[src/rtl/sls_pkg.sv]
package sls_pkg;
  localparam int unsigned RAW_W_DEF  = 13;
  localparam int unsigned CODE_W_DEF = 6;

  typedef struct packed {
    logic ovf;
    logic unf;
  } sls_flags_t;
endpackage

[src/rtl/sls_offset_gen.sv]
module sls_offset_gen #(
  parameter int unsigned CODE_W = 6
) (
  input  logic              clk_i,
  input  logic              rst_ni,
  input  logic              adv_i,
  output logic [CODE_W-1:0] code_o
);
  logic [CODE_W-1:0] code_q;

  always_ff @(posedge clk_i or negedge rst_ni) begin
    if (!rst_ni)    code_q <= '0;
    else if (adv_i) code_q <= code_q + 1'b1; // wraps modulo 2**CODE_W
  end

  assign code_o = code_q;

  AST_CODE_STEP: assert property (@(posedge clk_i) disable iff (!rst_ni)
    adv_i |=> code_o == CODE_W'($past(code_o) + 1'b1));
  AST_CODE_HOLD: assert property (@(posedge clk_i) disable iff (!rst_ni)
    !adv_i |=> $stable(code_o));
endmodule

[src/rtl/sls_correct.sv]
module sls_correct
  import sls_pkg::*;
#(
  parameter int unsigned RAW_W  = 13,
  parameter int unsigned CODE_W = 6
) (
  input  logic              clk_i,
  input  logic              rst_ni,
  input  logic [RAW_W-1:0]  raw_i,
  input  logic              valid_i,
  input  logic [CODE_W-1:0] code_i,
  output logic [RAW_W-1:0]  res_o,
  output logic              valid_o,
  output sls_flags_t        flags_o
);
  localparam int unsigned SUM_W = RAW_W + 1;
  localparam logic [SUM_W-1:0] MAX_SUM = SUM_W'((1 << RAW_W) - 1);

  logic [SUM_W-1:0] sum;
  logic [RAW_W-1:0] res_d;
  sls_flags_t       flg_d;
  logic [RAW_W-1:0] res_q;
  logic             valid_q;
  sls_flags_t       flg_q;

  // negative analogue shift: restore by adding the code back
  always_comb begin
    sum       = {1'b0, raw_i} + SUM_W'(code_i);
    flg_d.ovf = sum > MAX_SUM;
    flg_d.unf = (raw_i == '0) && (code_i != '0);
    res_d     = flg_d.ovf ? MAX_SUM[RAW_W-1:0] : sum[RAW_W-1:0];
  end

  always_ff @(posedge clk_i or negedge rst_ni) begin
    if (!rst_ni) begin
      res_q   <= '0;
      valid_q <= 1'b0;
      flg_q   <= '0;
    end else begin
      valid_q <= valid_i;
      flg_q   <= valid_i ? flg_d : '0;
      if (valid_i) res_q <= res_d;
    end
  end

  assign res_o   = res_q;
  assign valid_o = valid_q;
  assign flags_o = flg_q;

  AST_LATENCY: assert property (@(posedge clk_i) disable iff (!rst_ni)
    valid_i |=> valid_o);
  AST_NO_SPURIOUS: assert property (@(posedge clk_i) disable iff (!rst_ni)
    !valid_i |=> !valid_o);
  AST_CLAMP: assert property (@(posedge clk_i) disable iff (!rst_ni)
    flags_o.ovf |-> res_o == MAX_SUM[RAW_W-1:0]);
  AST_FLAGS_QUAL: assert property (@(posedge clk_i) disable iff (!rst_ni)
    !valid_o |-> !flags_o.ovf && !flags_o.unf);
  AST_UNF_RANGE: assert property (@(posedge clk_i) disable iff (!rst_ni)
    flags_o.unf |-> (res_o != '0) && (res_o < RAW_W'(1 << CODE_W)));
  AST_SUM: assert property (@(posedge clk_i) disable iff (!rst_ni)
    valid_i && !flg_d.ovf |=> res_o == $past(raw_i) + RAW_W'($past(code_i)));
endmodule

[src/rtl/sls_corr_unit.sv]
module sls_corr_unit
  import sls_pkg::*;
#(
  parameter int unsigned RAW_W  = RAW_W_DEF,
  parameter int unsigned CODE_W = CODE_W_DEF
) (
  input  logic              clk_i,
  input  logic              rst_ni,
  input  logic [RAW_W-1:0]  raw_i,
  input  logic              raw_valid_i,
  output logic [CODE_W-1:0] dac_code_o,
  output logic [RAW_W-1:0]  corr_o,
  output logic              corr_valid_o,
  output logic              ovf_o,
  output logic              unf_o
);
  logic [CODE_W-1:0] code;
  sls_flags_t        flags;

  sls_offset_gen #(.CODE_W(CODE_W)) u_gen (
    .clk_i  (clk_i),
    .rst_ni (rst_ni),
    .adv_i  (raw_valid_i),
    .code_o (code)
  );

  sls_correct #(.RAW_W(RAW_W), .CODE_W(CODE_W)) u_corr (
    .clk_i   (clk_i),
    .rst_ni  (rst_ni),
    .raw_i   (raw_i),
    .valid_i (raw_valid_i),
    .code_i  (code),
    .res_o   (corr_o),
    .valid_o (corr_valid_o),
    .flags_o (flags)
  );

  assign dac_code_o = code;
  assign ovf_o      = flags.ovf;
  assign unf_o      = flags.unf;

  AST_RESET_IDLE: assert property (@(posedge clk_i)
    $rose(rst_ni) |-> dac_code_o == '0 && !corr_valid_o);
endmodule

[config.mk]
export PLATFORM = sky130hd
export DESIGN_NAME = sls_corr_unit
export DESIGN_NICKNAME = d
export VERILOG_FILES = /design/src/rtl/sls_pkg.sv /design/src/rtl/sls_offset_gen.sv /design/src/rtl/sls_correct.sv /design/src/rtl/sls_corr_unit.sv
export SDC_FILE = /design/constraint.sdc
export NUM_CORES = 1
export LEC_CHECK = 0
export BUFFER_PORTS_ARGS = -buffer_cell sky130_fd_sc_hd__buf_2
export CAP_MARGIN = 20
export CORE_UTILIZATION = 47
export CTS_CLUSTER_DIAMETER = 150
export DETAILED_ROUTE_END_ITERATION = 12
export PLACE_DENSITY = 0.8
export SKIP_CTS_REPAIR_TIMING = 1
export SYNTH_ARGS = -nofsm -noshare
export SYNTH_HDL_FRONTEND = slang
export SYNTH_SLANG_ARGS = --single-unit
[constraint.sdc]
create_clock -name clk_i -period 2.1 [get_ports clk_i]
set_input_delay 0.105 -clock clk_i [delete_from_list [all_inputs] [get_ports clk_i]]
set_output_delay 0.105 -clock clk_i [all_outputs]
set_load 0.05 [all_outputs]
==> parameters.txt, run 1 <==
Parameter                              Value

Worst setup path
  Largest driver fanout on the critical path ... 8
  Sum of buffers and inverters on the critical path ... 1
  Delay-heaviest family, CP ... simple AND/OR/NAND/NOR gates
  Worst setup path class ... register to register
  Endpoint type of the worst setup path ... register
  Delay of the slowest critical-path stage ... 0.49 ns
  Critical Path, Cell by Cell ... ha_2 > inv_1 > fa_2 > nor2b_4 > o31a_4 > or4b_4 > a41oi_2
  Worst-case register-to-register setup slack ... 0.06 ns
  Worst Setup Start Kind ... register
  Crit path arrival time ... 2.28 ns
  Library cell contributing the largest single delay on the critical path ... or4b_4
  Req. time, crit path ... 2.34 ns

Finish
  N_diodes ... 0
  Leading cell types in the layout, fill and taps excluded ... buf_2 (37), nor2_1 (22), dfrtp_1 (19)
  Relative area change from synthesis to final layout ... 19.21%
  Fin area ... 1785 µm²
  Final cell count without fillers ... 243
  Share of layout cells above drive strength 1 ... 31.16%
  Most common cell after layout, fill and taps aside ... buf_2
  End-of-flow core utilization ... 58.97%
  Post-layout nets ... 225

Synthesis
  Mean post-synth cell area ... 9.245 µm²
  Nets in the synthesized netlist ... 187
  Seq/Total Area, Yosys ... 36.76%
  Flip-flop and latch count after synthesis ... 22
  Count of flip-flops with a built-in enable after synthesis ... 0
  Count of warnings emitted by yosys ... 0
  Synth cell types ... 50
  Cell count after synthesis ... 162
  Asr flop ratio synth ... 100.0%
  Top flip-flop cell by instance count after synthesis ... dfrtp_1
  Synthesized cell area ... 1498 µm²

Place
  Detailed placer's ending HPWL ... 2.887 mm
  Dpl cells ... 238
  Worst-case setup slack after placement ... 0.08059 ns
  Area after DPL ... 1742 µm²
  Final weighted congestion in routability-driven placement ... 0.8188
  Port buffer count ... 37

Global route
  Overall fraction of global-route tracks in use ... 23.27%
  Via count of the first global-routing pass ... 1343
  First-pass GRT wire length ... 6.127 mm
  Maximum number of pins on one net before global-route repair ... 27
  Initial antenna violation count ... 0
  Aggregate global routing overflow ... 0

Route
  DRC Markers ... 0
  Number of DRC markers after the initial detailed-route iteration ... 73
  Count of TritonRoute iterations in the first routing pass ... 4
  Via density per instance ... 5.770
  Average detailed-routed wire length per instance ... 15.30 µm
  Post-route antenna net violation count ... 0
  Final wirelength ... 3.719 mm
  Total number of vias ... 1402

Timing
  Share of the cycle needed by the critical path after routing ... 97.08%
  Slew Limit Headroom ... 66.87%
  Post-layout worst setup margin ... 0.06136 ns
  RSZ-0062 raised after global routing ... false
  Worst clock skew ... 0.007009 ns
  Fin. max-slew vios ... 0
  Worst hold-check slack ... 0.07217 ns
  Final Critical Period ... 2.039 ns
  Worst-Margin Slew ... 0.4970 ns
  Maximum clock frequency ... 490.5 MHz
  Final-report setup violation count ... 0
  Total negative slack ... 0 ns
  Hold violation total from the final report ... 0

Power and ir drop
  Final total power ... 2.588 mW
  Maximum resistive drop on vdd ... 508.4 µV
  Total power divided by cell area ... 1450 nW/µm²
  Cell leakage power ... 0.8097 nW

CTS
  Number of buffers added by the clock tree synthesis step ... 3
  Later-pin clock latency in the skew report ... 0.32 ns
  H-tree levels ... 1
  Total clock sinks ... 22
  Clk Tree Root Cell ... clkbuf_4
  Clock slew at the register clock pins of the worst setup and hold paths ... 0.12 ns
  Longest Clk Path Bufs ... 2
  CTS tree ... done

Floorplanning
  Horizontal die dimension ... 58.45 µm
  Height of the die ... 58.45 µm
  Initial Utilization ... 49.46%
  Number of cell rows ... 20
  Full die area ... 3416 µm²
  Std-Cell Core Area ... 3028 µm²
  Number of placed I/O pins ... 38

Flow run
  Max-capacitance violation count ... 0

Run status
  Result of the run ... complete, no violations

Worst hold path
  Min-delay worst type ... input pin to register
==> per-layer routing <==
| metal | track usage [%] | up-vias | share of wire [%] |
|---|---|---|---|
| met1 | 29.65 | 668 | 43 |
| li1 | - | 675 | - |
| met3 | 4.396 | 4 | 6.3 |
| met5 | 0 | - | 0 |
| met2 | 40.56 | 55 | 50 |
| met4 | 6.122 | 0 | 0.97 |
==> synth_stat cells (all sizes together), types with 2 or more instances <==
| cell | number | area share [%] |
|---|---|---|
| a41oi | 3 | 2.3 |
| a31oi | 4 | 1.7 |
| xor2 | 4 | 2.3 |
| nor2b | 3 | 1.8 |
| inv | 7 | 1.8 |
| nor2 | 22 | 5.5 |
| clkbuf | 6 | 1.6 |
| nor4 | 3 | 1.3 |
| nand3 | 3 | 1.0 |
| buf | 4 | 1.3 |
| mux2i | 2 | 1.3 |
| nand4 | 4 | 1.7 |
| o2111a | 2 | 1.5 |
| dfrtp | 22 | 37 |
| a21oi | 8 | 2.9 |
| nor3b | 8 | 4.0 |
| xnor2 | 3 | 1.8 |
| ha | 8 | 6.7 |
| a21o | 3 | 1.6 |
| nor3 | 3 | 1.3 |
| nand2 | 13 | 3.3 |
| a311oi | 3 | 1.8 |
| o21ai | 3 | 1.0 |
| a221oi | 3 | 2.2 |
| a211o | 3 | 1.8 |
==> final timing paths <==
| kind | from | depth (start not counted) | to |
|---|---|---|---|
| max | u_gen.code_o[0] | 7 | u_corr.res_o[10] |
| min | raw_i[2] | 4 | u_corr.flags_o[0] |
| max reg2reg | u_gen.code_o[0] | 7 | u_corr.res_o[10] |
| min reg2reg | u_corr.res_o[11] | 2 | u_corr.res_o[11] |
| max in group asynchronous | rst_ni | 2 | u_gen.code_o[0] |
| min in group asynchronous | rst_ni | 2 | u_gen.code_o[3] |
==> worst register-to-register path: cells and delay by family, from the launching register on <==
family                   cells  cell delay, ns
buffers and inverters        1            0.07
adder cells (fa/ha/maj)      2            0.43
AND/OR/NAND/NOR              2            0.55
flip-flops                   1            0.43
AO/OA/AOI/OAI                2            0.50
==> cell type report <==
cell class	instances	area (µm²)
clock buffer	4	26.28
fill	269	1242
inverter	7	26.28
multi-input combinational	123	890.9
sequential	22	554.3
tap	44	55.05
timing repair buffer	43	232.7
==> power by group <==
part           leakage, nW  switching, mW  internal, mW
Clock               0.0150          0.131        0.0744
Combinational        0.542           1.13         0.547
Sequential           0.252          0.130         0.578
Total                0.810           1.39          1.20
==> registers in the layout (all words and copies together), names as in the netlist <==
register,count
u_corr.res_o,13
u_corr.flags_o,2
u_gen.code_o,6
u_corr.valid_o,1
==> cell families (layout without fill, tap and decap cells) <==
logic type | count (synthesis) | after routing | synth area share [%]
buffers and inverters | 17 | 54 | 4.594
AOI/OAI and AO/OA | 40 | 40 | 21.89
DFF | 22 | 22 | 36.76
and+or+nand+nor | 65 | 65 | 23.31
muxes | 2 | 2 | 1.337
adders and majority gates | 9 | 9 | 8.020
xor gates and xnor gates | 7 | 7 | 4.094
Power figures use the tool's default switching activity.
==> inputs of run 2 (changes only) <==
--- a/config.mk
+++ b/config.mk
@@ -7,10 +7,10 @@
 export LEC_CHECK = 0
 export BUFFER_PORTS_ARGS = -buffer_cell sky130_fd_sc_hd__buf_2
 export CAP_MARGIN = 20
-export CORE_UTILIZATION = 47
+export CORE_UTILIZATION = 50
 export CTS_CLUSTER_DIAMETER = 150
 export DETAILED_ROUTE_END_ITERATION = 12
-export PLACE_DENSITY = 0.8
+export PLACE_DENSITY = 0.81
 export SKIP_CTS_REPAIR_TIMING = 1
 export SYNTH_ARGS = -nofsm -noshare
 export SYNTH_HDL_FRONTEND = slang
==> constraint.sdc (replaced) <==
create_clock -name clk_i -period 2.2 [get_ports clk_i]
set_input_delay 0.11 -clock clk_i [delete_from_list [all_inputs] [get_ports clk_i]]
set_output_delay 0.11 -clock clk_i [all_outputs]
set_load 0.05 [all_outputs]
==> parameters.txt, run 2 (synthesis gave the netlist of run 1 again) <==
Parameter                              Value

Worst setup path
  Sum of buffers and inverters on the critical path ... 1 (unchanged)
  Endpoint type of the worst setup path ... register
  Crit path arrival time ... 2.35 ns (+0.07 ns)
  Worst Setup Start Kind ... register
  Library cell contributing the largest single delay on the critical path ... or4b_4
  Critical Path, Cell by Cell ... ha_1 > inv_1 > fa_2 > nor2b_4 > o31a_4 > or4b_4 > a41oi_2
  Worst setup path class ... register to register
  Delay-heaviest family, CP ... simple AND/OR/NAND/NOR gates
  Largest driver fanout on the critical path ... 8 (unchanged)
  Req. time, crit path ... 2.44 ns (+0.10 ns)
  Delay of the slowest critical-path stage ... 0.49 ns (about the same)

CTS
  Later-pin clock latency in the skew report ... 0.31 ns (about the same)
  Clock slew at the register clock pins of the worst setup and hold paths ... 0.12 ns (about the same)
  H-tree levels ... 1 (unchanged)
  Total clock sinks ... 22 (unchanged)
  CTS tree ... done
  Number of buffers added by the clock tree synthesis step ... 3 (unchanged)
  Longest Clk Path Bufs ... 2 (unchanged)
  Clk Tree Root Cell ... clkbuf_4

Finish
  End-of-flow core utilization ... 62.22% (+3.3 points)
  Share of layout cells above drive strength 1 ... 29.59% (-1.6 points)
  Max reg flops ... 13 (unchanged)
  Relative area change from synthesis to final layout ... 16.54%
  N_diodes ... 0 (unchanged)
  Leading cell types in the layout, fill and taps excluded ... buf_2 (37), nor2_1 (22), dfrtp_1 (20)
  Fill cell count ... 240 (-11%)
  Fin area ... 1745 µm² (-2.2%)
  Most common cell after layout, fill and taps aside ... buf_2
  Post-layout nets ... 222 (-1.3%)

Route
  Wire length the detailed router placed on met1 ... 1.597 mm (+0.63%)
  Top routing layer used ... met4
  Count of TritonRoute iterations in the first routing pass ... 8 (+4)
  Final wirelength ... 3.483 mm (-6.3%)
  Via density per instance ... 6.128 (+6.2%)
  DRC Markers ... 6 (+6)
  Number of DRC markers after the initial detailed-route iteration ... 60 (-18%)
  Detailed route wirelength on metal2 ... 1.714 mm (-7.9%)
  Average detailed-routed wire length per instance ... 15.34 µm (+0.26%)
  Met3 Routed Length ... 142 µm (-39%)
  Post-route antenna net violation count ... 0 (unchanged)
  Total number of vias ... 1391 (-0.78%)

Power and ir drop
  Total power divided by cell area ... 1410 nW/µm² (-2.8%)
  Maximum resistive drop on vdd ... 665.2 µV (+31%)
  Part of the total power dissipated in combinational logic ... 63.1% (-1.6 points)
  Fraction of power spent switching nets ... 53.18% (-0.49 points)
  Sequential Power Share ... 27.6% (+0.3 points)
  Net load switching power ... 1.308 mW (-5.8%)
  Clock power frac ... 9.2% (+1.3 points)
  Internal ... 1.152 mW (-3.9%)
  Cell leakage power ... 0.8021 nW (-0.94%)

Global route
  Initial antenna violation count ... 0 (unchanged)
  Via count of the first global-routing pass ... 1344 (+0.074%)
  First-pass GRT wire length ... 5.940 mm (-3.1%)
  Aggregate global routing overflow ... 0 (unchanged)
  Overall fraction of global-route tracks in use ... 23.37% (+0.11 points)
  Maximum number of pins on one net before global-route repair ... 28 (+3.7%)

Timing
  Hold violation total from the final report ... 0 (unchanged)
  RSZ-0062 raised after global routing ... false
  Worst clock skew ... 0.004880 ns (-0.002128 ns)
  Share of the cycle needed by the critical path after routing ... 96.08% (-1.0 points)
  Worst-Margin Slew ... 0.4957 ns (-0.001327 ns)
  Slew Limit Headroom ... 66.95% (+0.089 points)
  Final-report setup violation count ... 0 (unchanged)
  Final Critical Period ... 2.114 ns (+0.07516 ns)
  Post-layout worst setup margin ... 0.08620 ns (+0.02484 ns)
  Fin. max-slew vios ... 0 (unchanged)
  Maximum clock frequency ... 473.1 MHz (-3.6%)
  Total negative slack ... 0 ns (unchanged)

Place
  Final weighted congestion in routability-driven placement ... 0.8324 (+1.7%)
  Detailed placer's ending HPWL ... 2.645 mm (-8.4%)
  Area after DPL ... 1697 µm² (-2.6%)
  Port buffer count ... 37 (unchanged)
  Worst-case setup slack after placement ... 0.09840 ns (+0.01782 ns)

Floorplanning
  Full die area ... 3218 µm² (-5.8%)
  Height of the die ... 56.73 µm (-2.9%)
  Horizontal die dimension ... 56.73 µm (-2.9%)
  Initial Utilization ... 53.39% (+3.9 points)
  Number of placed I/O pins ... 38 (unchanged)
  Std-Cell Core Area ... 2805 µm² (-7.4%)
  Number of cell rows ... 19 (-5.0%)

Flow run
  Max-capacitance violation count ... 0 (unchanged)

Run status
  Violated checks ... design-rule violations
  Result of the run ... complete, but fails checks

Worst hold path
  Min-delay worst type ... input pin to register
==> run 2: cell count changes in the layout (fill, tap and decap cells not counted) <==
cell      previous run  this run
clkbuf_1             1         0
ha_2                 1         0
buf_4                5         2
a21oi_4              1         0
clkbuf_8             0         1
dfrtp_2              3         2
dfrtp_1             19        20
ha_1                 7         8
a21oi_2              0         1
==> run 2: area by class of cell <==
type	instances	area, µm²	area share [%]
well taps	31	38.79	2.222
flip-flops and latches	22	553.0	31.68
inverters	7	26.28	1.505
multi-input cells	123	880.8	50.47
clock buffers	4	36.28	2.079
repair buffers	40	210.2	12.04
==> run 2: metrics by stage <==
stage	instances	power (mW)	hold slack (ns)
floorplan	162	1.870	-0.1856
global placement	222	2.178	0.1005
detailed placement	222	2.225	0.1083
CTS	226	2.458	-0.2416
global route	227	2.618	0.09049
finish	227	2.460	0.09080
==> run 2: tightest hold or removal path: stages <==
cell     delay (ns)
buf_2          0.10
nor4_1         0.05
nand4_1        0.08
a21oi_1        0.05
==> run 2: power by group through the flow <==
stage               Clock (mW)  Combinational (mW)  Sequential [mW]
floorplan                    0               0.694             1.18
global placement             0                1.50            0.678
detailed placement           0                1.54            0.687
CTS                      0.231                1.55            0.680
global route             0.248                1.67            0.703
finish                   0.227                1.55            0.680
==> run 2: layer usage <==
metal / global-route usage [%] / up-vias
li1: - / 671
met1: 30.88 / 681
met2: 40.48 / 35
met3: 3.687 / 4
met4: 4.878 / 0
met5: 0 / -
==> run 2: final timing paths <==
kind / startpoint / end / slack (ns) / cells past startpoint
max in group asynchronous: rst_ni / u_gen.code_o[2] / 1.56 / 2
worst min register to register: u_corr.res_o[11] / u_corr.res_o[11] / 0.51 / 2
worst max-delay path: u_gen.code_o[0] / u_corr.res_o[10] / 0.09 / 7
worst max register to register: u_gen.code_o[0] / u_corr.res_o[10] / 0.09 / 7
worst min-delay path: raw_i[4] / u_corr.flags_o[0] / 0.09 / 4
min in group asynchronous: rst_ni / u_corr.res_o[2] / 0.28 / 2
